$ cat config.mk
export PLATFORM = sky130hd
export DESIGN_NAME = adc_frame_serializer
export DESIGN_NICKNAME = d
export VERILOG_FILES = /design/src/rtl/adc_frame_serializer.sv
export SDC_FILE = /design/constraint.sdc
export NUM_CORES = 1
export LEC_CHECK = 0
export ABC_AREA = 1
export BUFFER_PORTS_ARGS = -buffer_cell sky130_fd_sc_hd__buf_4
export CAP_MARGIN = 15
export CORE_UTILIZATION = 50
export DETAILED_ROUTE_END_ITERATION = 8
export GPL_TIMING_DRIVEN = 0
export PLACE_DENSITY = 0.72
export SYNTH_ARGS = -nofsm -noshare
export SYNTH_HDL_FRONTEND = slang
export SYNTH_SLANG_ARGS = --single-unit
$ cat constraint.sdc
create_clock -name clk -period 3.7 [get_ports clk]
set_input_delay 0.185 -clock clk [delete_from_list [all_inputs] [get_ports clk]]
set_output_delay 0.185 -clock clk [all_outputs]
set_load 0.005 [all_outputs]
$ cat src/rtl/adc_frame_serializer.sv
module adc_frame_serializer #(
  parameter int NCH = 8,
  parameter int SW  = 10
) (
  input  logic            clk,
  input  logic            rst,
  input  logic            cfg_we,
  input  logic [3:0]      cfg_addr,
  input  logic [3:0]      cfg_data,
  input  logic [NCH*SW-1:0] sample_in,
  output logic [NCH-1:0]  ser_out,
  output logic            frame_start,
  output logic [1:0]      data_drive,
  output logic            clk_drive_x2
);
  localparam int FW = SW + 2;
  localparam int CW = $clog2(FW);

  logic [CW-1:0]  cnt;
  logic           last;
  logic [3:0]     r_mode;
  logic           r_msb;
  logic           r_x2;
  logic [7:0]     r_pd;
  logic [11:0]    r_cust;
  logic [FW-1:0]  deskew, sync_w, pat;
  logic [1:0]     mode_act;
  logic           msb_act;
  logic [NCH-1:0] pd_act;

  function automatic logic [FW-1:0] flip(input logic [FW-1:0] v);
    for (int i = 0; i < FW; i++) flip[i] = v[FW-1-i];
  endfunction

  assign last        = (cnt == CW'(FW-1));
  assign frame_start = (cnt == '0);
  assign data_drive  = r_mode[3:2];
  assign clk_drive_x2 = r_x2;

  always_ff @(posedge clk) begin
    if (rst)       cnt <= '0;
    else if (last) cnt <= '0;
    else           cnt <= cnt + 1'b1;
  end

  always_ff @(posedge clk) begin
    if (rst) begin
      r_mode <= '0; r_msb <= 1'b0; r_x2 <= 1'b0; r_pd <= '0; r_cust <= '0;
    end else if (cfg_we) begin
      case (cfg_addr)
        4'd0: r_mode <= cfg_data;
        4'd1: begin r_msb <= cfg_data[2]; r_x2 <= cfg_data[0]; end
        4'd2: r_pd[3:0]    <= cfg_data;
        4'd3: r_pd[7:4]    <= cfg_data;
        4'd4: r_cust[3:0]  <= cfg_data;
        4'd5: r_cust[7:4]  <= cfg_data;
        4'd6: r_cust[11:8] <= cfg_data;
        default: ;
      endcase
    end
  end

  always_comb begin
    for (int i = 0; i < FW; i++) begin
      deskew[i] = (i % 2 == 0);
      sync_w[i] = (i >= FW/2);
    end
    case (r_mode[1:0])
      2'b01:   pat = deskew;
      2'b10:   pat = sync_w;
      default: pat = FW'(r_cust);
    endcase
  end

  always_ff @(posedge clk) begin
    if (rst) begin
      mode_act <= '0; msb_act <= 1'b0; pd_act <= '0;
    end else if (last) begin
      mode_act <= r_mode[1:0]; msb_act <= r_msb; pd_act <= r_pd[NCH-1:0];
    end
  end

  for (genvar g = 0; g < NCH; g++) begin : g_lane
    logic [FW-1:0] word, tx, sh;
    assign word = (r_mode[1:0] == 2'b00) ? {sample_in[g*SW +: SW], 2'b00} : pat;
    assign tx   = r_msb ? flip(word) : word;
    always_ff @(posedge clk) begin
      if (rst)       sh <= '0;
      else if (last) sh <= r_pd[g] ? '0 : tx;
      else           sh <= sh >> 1;
    end
    assign ser_out[g] = sh[0];
  end

  AST_RESET_CLEAN: assert property (@(posedge clk) disable iff (rst)
    $past(rst) |-> (ser_out == '0 && data_drive == 2'b00 && !clk_drive_x2 && frame_start));
  AST_STROBE_AFTER_LAST: assert property (@(posedge clk) disable iff (rst)
    last |=> frame_start);
  AST_STROBE_SINGLE: assert property (@(posedge clk) disable iff (rst)
    frame_start |=> !frame_start);
  AST_SYNC_SHAPE: assert property (@(posedge clk) disable iff (rst)
    (mode_act == 2'b10 && !pd_act[0]) |-> (ser_out[0] == ((cnt >= CW'(FW/2)) ^ msb_act)));
  AST_PD_SILENT: assert property (@(posedge clk) disable iff (rst)
    (ser_out & pd_act) == '0);
  AST_PATTERN_LOCKSTEP: assert property (@(posedge clk) disable iff (rst)
    (mode_act != 2'b00) |-> (((ser_out & ~pd_act) == '0) || ((ser_out | pd_act) == '1)));
endmodule

# Word-level counts from Yosys, hierarchy flattened
# Index checks and enable logic that the tools add are counted.
[word_totals]
mem_bits_rw = 0
latch_bits = 0
wordCells = 88
n_memories = 0
romBits = 0
output_inout_bits = 12
regBits = 126
input_bits = 91
[classes]
add_sub_neg = 1
n_reduce_logical = 19
muxes = 33
magnitude_cmp = 0
n_mul = 0
bitwise_logic = 1
shifts = 0
n_div = 0
n_eq_ne = 9
[ops]
columns = ["operator", "n"]
rows = [
  ["$mux 12", 16],
  ["$mux 11", 16],
  ["$pmux 12 s2", 1],
  ["$reduce_or 3->1", 8],
  ["$reduce_and 2->1", 7],
  ["$eq 4x3->1 const B", 3],
  ["$eq 4x2->1 const B", 2],
  ["$logic_not 4->1", 2],
  ["$add 4x1->4 const B", 1],
  ["$eq 4x1->1 const B", 1],
  ["$eq 4x4->1 const B", 1],
  ["$eq 2x1->1 const B", 1],
  ["$eq 2x2->1 const B", 1],
  ["$logic_not 2->1", 1],
  ["$reduce_or 2->1", 1],
  ["$not 1->1", 1],
]

# Longest topological paths before layout
[logic_depth]
depth_word = 6
depth_mapped = 11
depth_no_buf = 10

# Worst setup path before layout
# Ideal clock, no wire load.
[synth_path]
path_kind = "flip-flop to flip-flop"
from = "register r_mode[1]"
to = "register g_lane[3].sh[6]"
path_slack_ns = 2.142
n_path_buf = 3
t_required_ns = 3.587
setup_ns = 0.113
synth_period_minus_slack_ns = 1.558
arrival_time_ns = 1.445
path_stages_with_launch = 12
cell_sequence = "dfxtp_1 inv_1 ha_1 buf_6 inv_2 buf_6 buf_6 nand2_4 o21ai_0 nand2_1 nand3_1 nand2_1"
[synth_between]
elab_chain_len = 6
word_cells_on_any_way = 8
cone_classes = "eq/ne: 2; mux: 5; reduce/logical: 1"
[synth_rtl]
columns = ["element", "line_no", "rtl"]
rows = [
  ["start, declared", "21", "logic [3:0] r_mode;"],
  ["start signal, assigned", "51", "4'd0: r_mode <= cfg_data;"],
  ["$eq 2x2->1 or $eq 2x1->1 (tied branches)", "68", "case (r_mode[1:0])"],
  ["$pmux 12 s2", "68", ""],
  ["$mux 12 *", "85", "assign word = (r_mode[1:0] == 2'b00) ? {sample_in[g*SW +: SW], 2'b00} : pat;"],
  ["$mux 12 *", "86", "assign tx = r_msb ? flip(word) : word;"],
  ["$mux 11 * (2 in series)", "89", "else if (last) sh <= r_pd[g] ? '0 : tx;"],
  ["end signal, assigned", "89", ""],
  ["end signal, assigned", "90", "else sh <= sh >> 1;"],
  ["end, declared", "84", "logic [FW-1:0] word, tx, sh;"],
]
# Every way passes the cells marked *; elsewhere a longest branch is shown, timed or not.
# A chain may end at the register's enable or synchronous reset.

# Final worst setup path
[layout_path]
from = "register r_mode[1]"
to = "register g_lane[3].sh[0]"
# The elaborated chain is that of the path after synthesis.

==> flow_summary.yaml <==
timing:
  finalSetupViolCount: 0
  finalHoldViolations: 0
  worst_clock_skew_ps: 5.61
  drv_slew: 0
  finalSetupTns_ps: 0
  worstMarginPinSlew_ps: 691
  finalCritPeriodShare: 0.539
  slew_headroom: 0.539
  max_freq_mhz: 501
  setup_slack_ps: 1700
  rsz0062_at_grt: "false"
  min_period_ps: 2000
  holdWs_ps: 60.7
place:
  place_ws_ps: 1760
  numPortBuffers: 101
  gp_congestion: 0.863
  postPlaceCellArea_um2: 7070
  dp_hpwl_mm: 13.0
setup_path:
  end_kind: "flip-flop"
  worstSetupStartpointType: "flip-flop"
  cp_top_family: "simple AND/OR/NAND/NOR gates"
  cp_slowest_stage_delay_ps: 380
  crit_fanout: 9
  worstPathRequired_ps: 4060
  critPathMostFrequentCell: "nand2_1"
  crit_slowest_cell: "dfxtp_1"
  crit_buf_inv: 2
  arrival_ps: 2350
  critPathKind: "flip-flop to flip-flop"
  worstPathCellList: "inv_1 > ha_1 > inv_2 > nand3_1 > o21ai_0 > nand2_1 > nand2_1 > nand2_1 > nand2_1"
job:
  max_cap_violations: 0
floorplanning:
  core_region_area_um2: 12000
  io_pins: 103
  row_count: 40
  die-area_um2: 12700
  start_util: 0.512
  die_w_um: 113
  die_h_um: 113
cts:
  root_buffer: "clkbuf_16"
  cts_inserted_buffers: 17
  cts.clk_slew.worst_paths_ps: 60
  insertion_delay_ps: 430
  cts_tree: "yes"
  h-tree-depth: 4
  post-cts-setup-buffer-count: 0
  cts_num_sinks: 126
  ctsHoldBuffers: 0
  cts_resized: 0
  ctsLongestPathBuffers: 2
drt:
  drtIter0Drc: 718
  wire_per_inst_um: 15.8
  dr.pass1.iters: 5
  drc: 0
  num_vias: 6339
  via_per_inst: 5.29
  antenna_left: 0
  routed_wl_mm: 18.9
power:
  p_leak_nw: 3.85
  power_density_nw_per_um2: 439
  peakVddDrop_mv: 0.278
final_layout:
  drive_gt1_frac: 0.194
  num-fill-cells: 1085
  nets: 1138
  n_antenna_cell: 0
  final_util: 0.640
  syn_to_final_growth_pct: 24.9
  finish.instance_area_um2: 7650
synth:
  synthesis.nets: 1018
  ys.warnings.count: 0
  ys_types: 26
  netlist_area_um2: 6130
  ys_ff_latch: 126
  ys_seq_area_frac: 0.412
  synth_cells: 921
  avgSynthCellArea_um2: 6.65
global_route:
  grt_pass1_wl_mm: 29.6
  grt-ovfl-total: 0
  grt_pass1_vias: 5618
  grt_max_degree: 17
  antenna_found_initial: 0
  grtUsageTotal: 0.309
min_path:
  hold_class: "primary input to flip-flop"
run_status:
  status: "completed"
==> Yosys cell counts (all sizes together) <==
cell | count | area share
nand4 | 4 | 0.0041
o21ai | 57 | 0.047
dfxtp | 126 | 0.41
a21oi | 15 | 0.012
inv | 27 | 0.017
or2 | 32 | 0.033
ha | 6 | 0.012
buf | 42 | 0.045
a21boi | 8 | 0.0098
nand2 | 446 | 0.28
nor2 | 38 | 0.025
clkbuf | 18 | 0.012
nor3 | 9 | 0.011
nand3 | 92 | 0.077
xnor2 | 1 | 0.0014
==> placed cells by master, fill, tap and decap left out, types with 6 or more instances in the layout <==
cell type  instances
nand2_2            7
nand2_4            6
buf_4            117
clkbuf_1          13
nand2_1          433
dfxtp_1          126
clkbuf_2           6
buf_2             22
clkbuf_16         17
o21ai_0           57
or2_0             30
nand3_1           90
inv_1             24
a21oi_1           15
nor2_1            36
ha_1               6
a21boi_0           8
==> cells by family after synthesis <==
logic type | Yosys count | share of synthesized area
buf+inv | 87 | 0.0737
compound gates | 80 | 0.0686
xor+xnor | 1 | 0.00143
flops | 126 | 0.412
simple gates | 621 | 0.432
fa+ha+maj | 6 | 0.0122
==> final cells by class <==
cell class / instances / area [um^2] / share of cell area
Tap cell: 147 / 184 / 0.0240
Multi-Input combinational cell: 708 / 3150 / 0.412
Buffer: 60 / 350 / 0.0458
Inverter: 27 / 101 / 0.0132
Clock buffer: 23 / 498 / 0.0651
Timing Repair Buffer: 101 / 758 / 0.0991
Sequential cell: 126 / 2520 / 0.330
Clock inverter: 7 / 85.1 / 0.0111
==> flip-flops by register name, summed over array words and instances (netlist names) <==
| register | flops |
|---|---|
| g_lane.sh | 96 |
| clk_drive_x2 | 1 |
| r_msb | 1 |
| cnt | 4 |
| r_pd | 8 |
| r_mode | 4 |
| r_cust | 12 |
==> worst register-to-register path: stages, from the launching register on <==
cell and delay (ps):
dfxtp_1 380, inv_1 100, ha_1 380, inv_2 190, nand3_1 80, o21ai_0 130, nand2_1 340, nand2_1 160
nand2_1 60, nand2_1 110
==> final timing paths <==
path                     from         endpoint  slack, ps  depth (start not counted)
min               cfg_data[0]        r_cust[0]         60                          3
max                 r_mode[1]  g_lane[3].sh[0]       1700                          9
max reg2reg         r_mode[1]  g_lane[3].sh[0]       1700                          9
min reg2reg  g_lane[6].sh[10]  g_lane[6].sh[9]        420                          2
==> power breakdown <==
part	internal [mW]	total, mW	switching (mW)
logic	0.136	0.334	0.197
clock network	1.07	1.66	0.592
registers	1.37	1.37	0.00566
==> routing by layer <==
metal,share of wire,track usage,vias up
met5,0,0,-
li1,-,-,3142
met2,0.45,0.492,274
met1,0.44,0.407,2874
met4,0.030,0.127,0
met3,0.081,0.0686,49
==> per-stage QoR <==
| step | cells | total power, mW |
|---|---|---|
| 2_1_floorplan | 921 | 1.58 |
| 3_3_place_gp | 1169 | 1.73 |
| 3_5_place_dp | 1169 | 1.73 |
| 4_1_cts | 1199 | 3.36 |
| 5_1_grt | 1199 | 3.46 |
| 6_report | 1199 | 3.36 |
(Power assumes the default switching activity.)
